==> src/rtl/fbb_pkg.sv <==
package fbb_pkg;
  localparam int NPANEL   = 2;
  localparam int REG_AW   = 2;
  localparam int OFF_CTRL = NPANEL;
  localparam int OFF_STAT = NPANEL + 1;
endpackage

==> src/rtl/fbb_shadow_reg.sv <==
module fbb_shadow_reg #(
  parameter int W   = 32,
  parameter int LSB = 3
) (
  input  logic         clk,
  input  logic         rst,
  input  logic         wr_i,
  input  logic [W-1:0] wdata_i,
  input  logic         load_i,
  output logic [W-1:0] pend_o,
  output logic [W-1:0] cur_o
);
  localparam int FW = W - LSB;
  logic [FW-1:0] pend_q, cur_q;

  always_ff @(posedge clk) begin
    if (rst) begin
      pend_q <= '0;
      cur_q  <= '0;
    end else begin
      if (load_i) cur_q <= pend_q;
      if (wr_i)   pend_q <= wdata_i[W-1:LSB];
    end
  end

  assign pend_o = {pend_q, {LSB{1'b0}}};
  assign cur_o  = {cur_q, {LSB{1'b0}}};

  // without a load the current address holds
  a_r3_hold_midframe: assert property (@(posedge clk) disable iff (rst)
    !load_i |=> $stable(cur_o));
  // a load takes the pending value from before the edge
  a_r4_load_pending: assert property (@(posedge clk) disable iff (rst)
    load_i |=> (cur_o == $past(pend_o)));
endmodule

==> src/rtl/fbb_status.sv <==
module fbb_status (
  input  logic clk,
  input  logic rst,
  input  logic set_i,
  input  logic clr_i,
  input  logic mask_wr_i,
  input  logic mask_d_i,
  output logic flag_o,
  output logic mask_o,
  output logic irq_o
);
  logic flag_d, mask_d;

  always_comb begin
    flag_d = flag_o;
    if (clr_i) flag_d = 1'b0;
    if (set_i) flag_d = 1'b1;
    mask_d = mask_wr_i ? mask_d_i : mask_o;
  end

  always_ff @(posedge clk) begin
    if (rst) begin
      flag_o <= 1'b0;
      mask_o <= 1'b0;
      irq_o  <= 1'b0;
    end else begin
      flag_o <= flag_d;
      mask_o <= mask_d;
      irq_o  <= flag_d & mask_d;
    end
  end

  // an event always leaves the flag set
  a_r7_set_wins: assert property (@(posedge clk) disable iff (rst)
    set_i |=> flag_o);
  // a clear with no event drops the flag
  a_r7_clear: assert property (@(posedge clk) disable iff (rst)
    (clr_i && !set_i) |=> !flag_o);
  // the interrupt follows flag and mask together
  a_r8_irq_masked: assert property (@(posedge clk) disable iff (rst)
    irq_o == (flag_o & mask_o));
endmodule

==> src/rtl/fb_base_regs.sv <==
module fb_base_regs #(
  parameter int ADDR_W     = 32,
  parameter int ALIGN_BITS = 3
) (
  input  logic                      clk,
  input  logic                      rst,
  input  logic                      en_i,
  input  logic                      vsync_i,
  input  logic                      wr_en_i,
  input  logic [fbb_pkg::REG_AW-1:0] reg_addr_i,
  input  logic [ADDR_W-1:0]         wr_data_i,
  output logic [ADDR_W-1:0]         rd_data_o,
  input  logic                      irq_clr_i,
  output logic [ADDR_W-1:0]         cur_upper_o,
  output logic [ADDR_W-1:0]         cur_lower_o,
  output logic                      updated_o,
  output logic                      irq_o
);
  import fbb_pkg::*;

  logic en_q;
  logic xfer, en_rise, load;
  logic [NPANEL-1:0][ADDR_W-1:0] pend, cur;
  logic mask;

  always_ff @(posedge clk) begin
    if (rst) en_q <= 1'b0;
    else     en_q <= en_i;
  end

  assign xfer    = en_i & vsync_i;
  assign en_rise = en_i & ~en_q;
  assign load    = xfer | en_rise;

  for (genvar p = 0; p < NPANEL; p++) begin : g_panel
    fbb_shadow_reg #(.W(ADDR_W), .LSB(ALIGN_BITS)) u_shadow (
      .clk     (clk),
      .rst     (rst),
      .wr_i    (wr_en_i && (int'(reg_addr_i) == p)),
      .wdata_i (wr_data_i),
      .load_i  (load),
      .pend_o  (pend[p]),
      .cur_o   (cur[p])
    );
  end

  fbb_status u_status (
    .clk       (clk),
    .rst       (rst),
    .set_i     (xfer),
    .clr_i     (irq_clr_i),
    .mask_wr_i (wr_en_i && (int'(reg_addr_i) == OFF_CTRL)),
    .mask_d_i  (wr_data_i[0]),
    .flag_o    (updated_o),
    .mask_o    (mask),
    .irq_o     (irq_o)
  );

  always_ff @(posedge clk) begin
    if (rst) rd_data_o <= '0;
    else begin
      rd_data_o <= '0;
      if (int'(reg_addr_i) < NPANEL)          rd_data_o <= pend[reg_addr_i];
      else if (int'(reg_addr_i) == OFF_CTRL)  rd_data_o[0] <= mask;
      else                                    rd_data_o[0] <= updated_o;
    end
  end

  assign cur_upper_o = cur[0];
  assign cur_lower_o = cur[1];

  // vsync with the enable low leaves the flag alone
  a_r5_idle_vsync: assert property (@(posedge clk) disable iff (rst)
    (!en_i && !irq_clr_i) |=> (updated_o == $past(updated_o)));
  // enable rise loads the upper current from its pending value
  a_r6_enable_load: assert property (@(posedge clk) disable iff (rst)
    (en_i && !en_q) |=> (cur_upper_o == $past(pend[0])));
endmodule

==> config.mk <==
export PLATFORM = sky130hd
export DESIGN_NAME = fb_base_regs
export DESIGN_NICKNAME = d
export VERILOG_FILES = /design/src/rtl/fbb_pkg.sv /design/src/rtl/fbb_shadow_reg.sv /design/src/rtl/fbb_status.sv /design/src/rtl/fb_base_regs.sv
export SDC_FILE = /design/constraint.sdc
export NUM_CORES = 1
export LEC_CHECK = 0
export BUFFER_PORTS_ARGS = -buffer_cell sky130_fd_sc_hd__buf_4
export CAP_MARGIN = 20
export CORE_MARGIN = 2
export CORE_UTILIZATION = 40
export CTS_CLUSTER_SIZE = 14
export DETAILED_ROUTE_END_ITERATION = 10
export PLACE_DENSITY_LB_ADDON = 0.2
export SYNTH_ARGS = -nofsm -noshare
export SYNTH_HDL_FRONTEND = slang
export SYNTH_SLANG_ARGS = --single-unit
==> constraint.sdc <==
create_clock -name clk -period 1.7 [get_ports clk]
set_clock_uncertainty 0.1 [all_clocks]
set_input_delay 0.085 -clock clk [delete_from_list [all_inputs] [get_ports clk]]
set_output_delay 0.085 -clock clk [all_outputs]
set_load 0.01 [all_outputs]
Yosys cells after proc, flatten, opt, wreduce, memory -nomap -nowiden
Cells that the tools add are included.
{"block": "op_classes", "order_cmp": 2, "eq_ne": 2, "n_mux": 7, "bitwise_logic": 6, "n_reduce_logical": 5}
{"cell": "$mux 32", "n": 2}
{"cell": "$mux 1", "n": 5}
{"cell": "$eq 2x2->1 const B", "n": 2}
{"cell": "$lt 2x2->1 const B", "n": 2}
{"cell": "$and 1x1->1", "n": 3}
{"cell": "$logic_and 1x1->1", "n": 3}
{"cell": "$logic_not 2->1", "n": 1}
{"cell": "$not 1->1", "n": 2}
{"cell": "$reduce_or 2->1", "n": 1}
{"cell": "$or 1x1->1", "n": 1}
{"block": "word_totals", "register_bits": 152, "inputBits": 40, "output_inout_bits": 98}

Depth between registers and ports, before layout
{"block": "depth", "ltp_word": 4, "ltp_mapped": 6, "mapped_depth_nobuf": 3}

Modules after synthesis
A second synthesis with hierarchy kept.
{"block": "hier_totals", "cells_unflattened": 508, "area_unflattened_um2": 5551.6}
{"module": "fbb_shadow_reg", "n_inst": 2, "cells_per_inst": 193, "area_each_um2": 2112.0, "seq_area_each_um2": 1161.1}
{"module": "fb_base_regs", "n_inst": 1, "cells_per_inst": 113, "area_each_um2": 1226.2, "seq_area_each_um2": 660.6}
{"module": "fbb_status", "n_inst": 1, "cells_per_inst": 9, "area_each_um2": 101.3, "seq_area_each_um2": 60.1}

Worst setup path after synthesis
No wires, ideal clock.
{"block": "synth_timing", "kind": "reg-to-reg", "startpoint": "register en_q", "endpoint": "register g_panel[0].u_shadow.cur_q[0]", "arrival_ns": 1.061, "path_slack_ns": 0.407, "path_stages_with_launch": 7, "period_less_slack_ns": 1.293, "cell_sequence": "dfxtp_1 > nor2b_1 > buf_2 > clkbuf_1 > buf_2 > nand3b_1 > a21oi_1"}
{"block": "synth_between", "elab_chain_len": 3}
{"element": "start, declared", "line_no": "fb_base_regs.sv:21", "text": "logic en_q;"}
{"element": "start signal, assigned", "line_no": "fb_base_regs.sv:28", "text": "else en_q <= en_i;"}
{"element": "$not 1->1", "line_no": "fb_base_regs.sv:32", "text": "assign en_rise = en_i & ~en_q;"}
{"element": "$and 1x1->1", "line_no": "fb_base_regs.sv:32"}
{"element": "$or 1x1->1", "line_no": "fb_base_regs.sv:33", "text": "assign load = xfer | en_rise;"}
{"element": "end signal, assigned", "line_no": "fbb_shadow_reg.sv:21", "text": "if (load_i) cur_q <= pend_q;"}
{"element": "end, declared", "line_no": "fbb_shadow_reg.sv:14", "text": "logic [FW-1:0] pend_q, cur_q;"}
No other way between the ends.
A chain may end at the register's enable or synchronous reset.

Final worst setup path
{"block": "layout_timing", "startpoint": "input port reg_addr_i[0] in the netlist's numbering", "endpoint": "register u_status.mask_o"}
{"block": "layout_between", "elab_chain_len": 3}
{"element": "start, declared", "line_no": "fb_base_regs.sv:10", "text": "input logic [fbb_pkg::REG_AW-1:0] reg_addr_i,"}
{"element": "$eq 2x2->1", "line_no": "fb_base_regs.sv:52", "text": ".mask_wr_i (wr_en_i && (int'(reg_addr_i) == OFF_CTRL)),"}
{"element": "$logic_and 1x1->1", "line_no": "fb_base_regs.sv:52"}
{"element": "$mux 1", "line_no": "fbb_status.sv:18", "text": "mask_d = mask_wr_i ? mask_d_i : mask_o;"}
{"element": "end signal, assigned", "line_no": "fbb_status.sv:28", "text": "mask_o <= mask_d;"}
{"element": "end, declared", "line_no": "fbb_status.sv:9", "text": "output logic mask_o,"}
No other way between the ends.

==> impl_metrics.py <==
metrics = {
    "status": {
        "status": "finished clean",
    },
    "synth": {
        "yosys-top-cells-area": "dfxtp_1 54%, a21oi_1 10%, nand3b_1 8.1%, nand2_1 7.9%, mux2i_1 5.6%",
        "synth_common_cells": "150 x dfxtp_1, 117 x a21oi_1, 117 x nand2_1, 60 x nand3b_1, 45 x o21ai_0",
        "synth_cell_types": 22,
        "ys.flop_type": "dfxtp_1",
        "synth-seq-cells": 150,
        "yosys_warnings": 0,
        "async_reset_ff_share_pct": 0,
        "yosysSeqAreaShare_pct": 53.7,
        "yosys.area_share.simple_pct": 19.1,
        "synth_top_family_by_area": "simple AND/OR/NAND/NOR gates",
        "synth_top_area_share_pct": 53.7,
        "synth-edff-count": 0,
        "synthXorXnorAreaFrac_pct": 0,
        "synth_most_common_cell": "dfxtp_1",
        "netlist_instances": 640,
        "avgSynthCellArea_um2": 8.73,
        "synthAdderAreaFrac_pct": 0,
        "synth_compound_area_share_pct": 15.7,
        "syn-cell-area_um2": 5590,
        "yosysTopAreaCell": "dfxtp_1",
        "synth_mux_area_share_pct": 5.55,
    },
    "setup_path": {
        "slowest_delay_ns": 0.58,
        "critPathCaptureType": "flop",
        "worst_path_max_delay_cell": "dlygate4sd3_1",
        "crit_chain": "dlygate4sd3_1 -> buf_4 -> nand3b_1 -> mux2i_1 -> dlygate4sd3_1 -> nor2_1",
        "crit_top_cell": "dlygate4sd3_1",
        "critical_path_class": "in2reg",
        "startpoint_type": "input pin",
        "ff2ff_path_depth": 4,
        "r2r_start": "en_q",
        "r2r-end": "g_panel[0].u_shadow.cur_q[24]",
        "critPathBufInv": 3,
        "cp_top_family": "buffers and inverters",
        "crit_fanout": 8,
        "rrSetupSlack_ns": 0.34,
        "worst_ep_required_time_ns": 1.90,
        "critPathArrivalTime_ns": 1.82,
        "critPathLaunch": "reg_addr_i[0]",
    },
    "detailed_routing": {
        "drc": 0,
        "avgRoutedWirePerCell_um": 15.0,
        "routed_wl_mm": 14.6,
        "dr.pass1.iters": 4,
        "drtIter0Drc": 256,
        "viasPerCell": 5.03,
        "antenna_left": 0,
        "vias": 4905,
    },
    "timing": {
        "finalHoldViolCount": 0,
        "slew_headroom_pct": 66.3,
        "setup_viol": 0,
        "rsz0062_at_grt": "no",
        "finalCriticalPeriod_ns": 1.62,
        "tightest_slew_ns": 0.505,
        "setup_tns_ns": 0,
        "fmax_mhz": 618,
        "fin_crit_sh_pct": 95.1,
        "slew_viol_final": 0,
    },
    "clock_network": {
        "htree_levels": 4,
        "cts_setup_buffers": 0,
        "cts_buffers": 17,
        "clk_pin_slew_ns": 0.06,
        "cts_sinks": 150,
        "clkLatencyLatePin_ns": 0.42,
        "clockBufferDepth": 2,
        "cts.root.buffer_cell": "clkbuf_16",
        "cts_tree": "done",
    },
    "die": {
        "dieWidth_um": 122,
        "coreArea_um2": 13800,
        "die_h_um": 122,
        "row_count": 43,
        "ios": 138,
        "die_area_um2": 14900,
        "start_util_pct": 40.6,
    },
    "power_and_ir_drop": {
        "ir_drop_mv": 0.531,
        "p_int_mw": 6.44,
        "p_sw_mw": 1.76,
        "combPwrFrac_pct": 7.3,
        "pwr_density_cell_nw_per_um2": 1070,
        "power_frac_seq_pct": 44.5,
        "p_leak_nw": 3.00,
        "switching_share_pct": 21.4,
        "clkPwrFrac_pct": 48.2,
        "finalPower_mw": 8.19,
    },
    "layout": {
        "insertedDiodeCount": 0,
        "fin_cells": 975,
        "nNetsFinal": 822,
        "multiInputGateArea_um2": 2300,
        "n_fill_cell": 1289,
        "drive_gt1_share_pct": 22.3,
        "final_area_um2": 7640,
        "seq_area_um2": 3000,
        "syn2layout_area_growth_pct": 36.7,
    },
    "min_path": {
        "holdCritPathClass": "in2reg",
        "hold_depth": 3,
        "hold_path_end": "u_status.mask_o",
        "min-delay-start": "rst",
    },
    "place": {
        "port_buffers": 127,
        "hpwl_mm": 9.10,
        "gp_congestion": 0.743,
        "dp_cells": 907,
        "placed_area_um2": 6650,
    },
    "grt": {
        "grt_max_degree": 117,
        "grt_overflow": 0,
        "grt_pass1_vias": 4702,
        "grt_usage_pct": 20.2,
        "antenna_found_initial": 0,
        "grt_pass1_wl_mm": 23.3,
    },
    "flow_run": {
        "maxCapViolations": 0,
    },
}
-- area by class of cell --
| cell class | instances | area share, % |
|---|---|---|
| repair buffers | 182 | 19.4 |
| clock inverters | 8 | 1.90 |
| multi-input cells | 430 | 30.1 |
| flip-flops and latches | 150 | 39.3 |
| clock buffers | 24 | 6.30 |
| well taps | 180 | 2.95 |
| inverters | 1 | 0.0491 |
-- cell usage in the layout (no fill, tap or decap), types with 2 or more instances in the layout --
cell type,instances
buf_12,2
clkinv_2,2
dfxtp_1,150
a21oi_1,117
dlygate4sd3_1,36
clkbuf_16,17
bufinv_16,4
nor2_1,31
o21ai_1,13
clkinvlp_4,2
clkbuf_8,3
conb_1,8
buf_4,143
mux2i_1,31
clkbuf_1,4
nand3b_1,60
nand2_1,117
o21ai_0,45
-- kinds of logic after synthesis --
family	after synthesis
buf+inv	67
simple gates	216
other cells	1
mux	31
compound gates	175
flops	150
-- per-stage QoR --
step	util (%)	hold slack (ns)	setup WS, ns
6_report	55.5	0.0502	0.0828
5_1_grt	55.5	0.0491	0.0303
4_1_cts	55.5	0.0153	0.0892
3_5_place_dp	48.3	0.251	0.373
3_3_place_gp	48.3	0.243	0.432
2_1_floorplan	-	0.0618	0.407
-- registers in the layout, indices dropped and copies added, names as in the netlist --
name	count
rd_data_o	30
u_status.irq_o	1
u_status.flag_o	1
u_status.mask_o	1
g_panel.u_shadow.pend_q	58
en_q	1
g_panel.u_shadow.cur_q	58
-- layer usage --
| metal | wire, µm | track usage [%] | vias up |
|---|---|---|---|
| li1 | - | - | 2430 |
| met1 | 6400 | 25.8 | 2330 |
| met2 | 7280 | 33.3 | 133 |
| met3 | 771 | 5.11 | 12 |
| met4 | 176 | 6.97 | 0 |
| met5 | 0 | 0 | - |
-- repair_timing --
action | CTS | global route
setup endpoints to repair | 0 | 1
gates resized for setup | 0 | 1
hold endpoints to repair | 68 | 0
hold buffers | 36 | 0
-- power groups by stage --
stage / logic, mW / registers (mW) / clock network [mW]
after floorplan: 0.306 / 3.72 / 0
after global placement: 0.523 / 3.72 / 0
after detailed placement: 0.529 / 3.72 / 0
after CTS: 0.597 / 3.65 / 4.03
after global routing: 0.653 / 3.65 / 4.19
final: 0.598 / 3.65 / 3.95
-- worst max-delay path by stage --
stage | to | depth (start not counted)
global route | u_status.mask_o | 6
floorplan | g_panel[0].u_shadow.cur_q[0] | 6
detailed placement | g_panel[0].u_shadow.cur_q[24] | 4
CTS | u_status.flag_o | 6
global placement | g_panel[1].u_shadow.cur_q[21] | 4
finish | u_status.mask_o | 6
-- worst reg2reg max path, delay by kind of cell (launching register included) --
kind / cells / cell delay [ns]
AND/OR/NAND/NOR: 1 / 0.15
buffers and inverters: 1 / 0.34
flip-flops: 1 / 0.31
AO/OA/AOI/OAI: 2 / 0.39
Power figures use the tool's default switching activity.
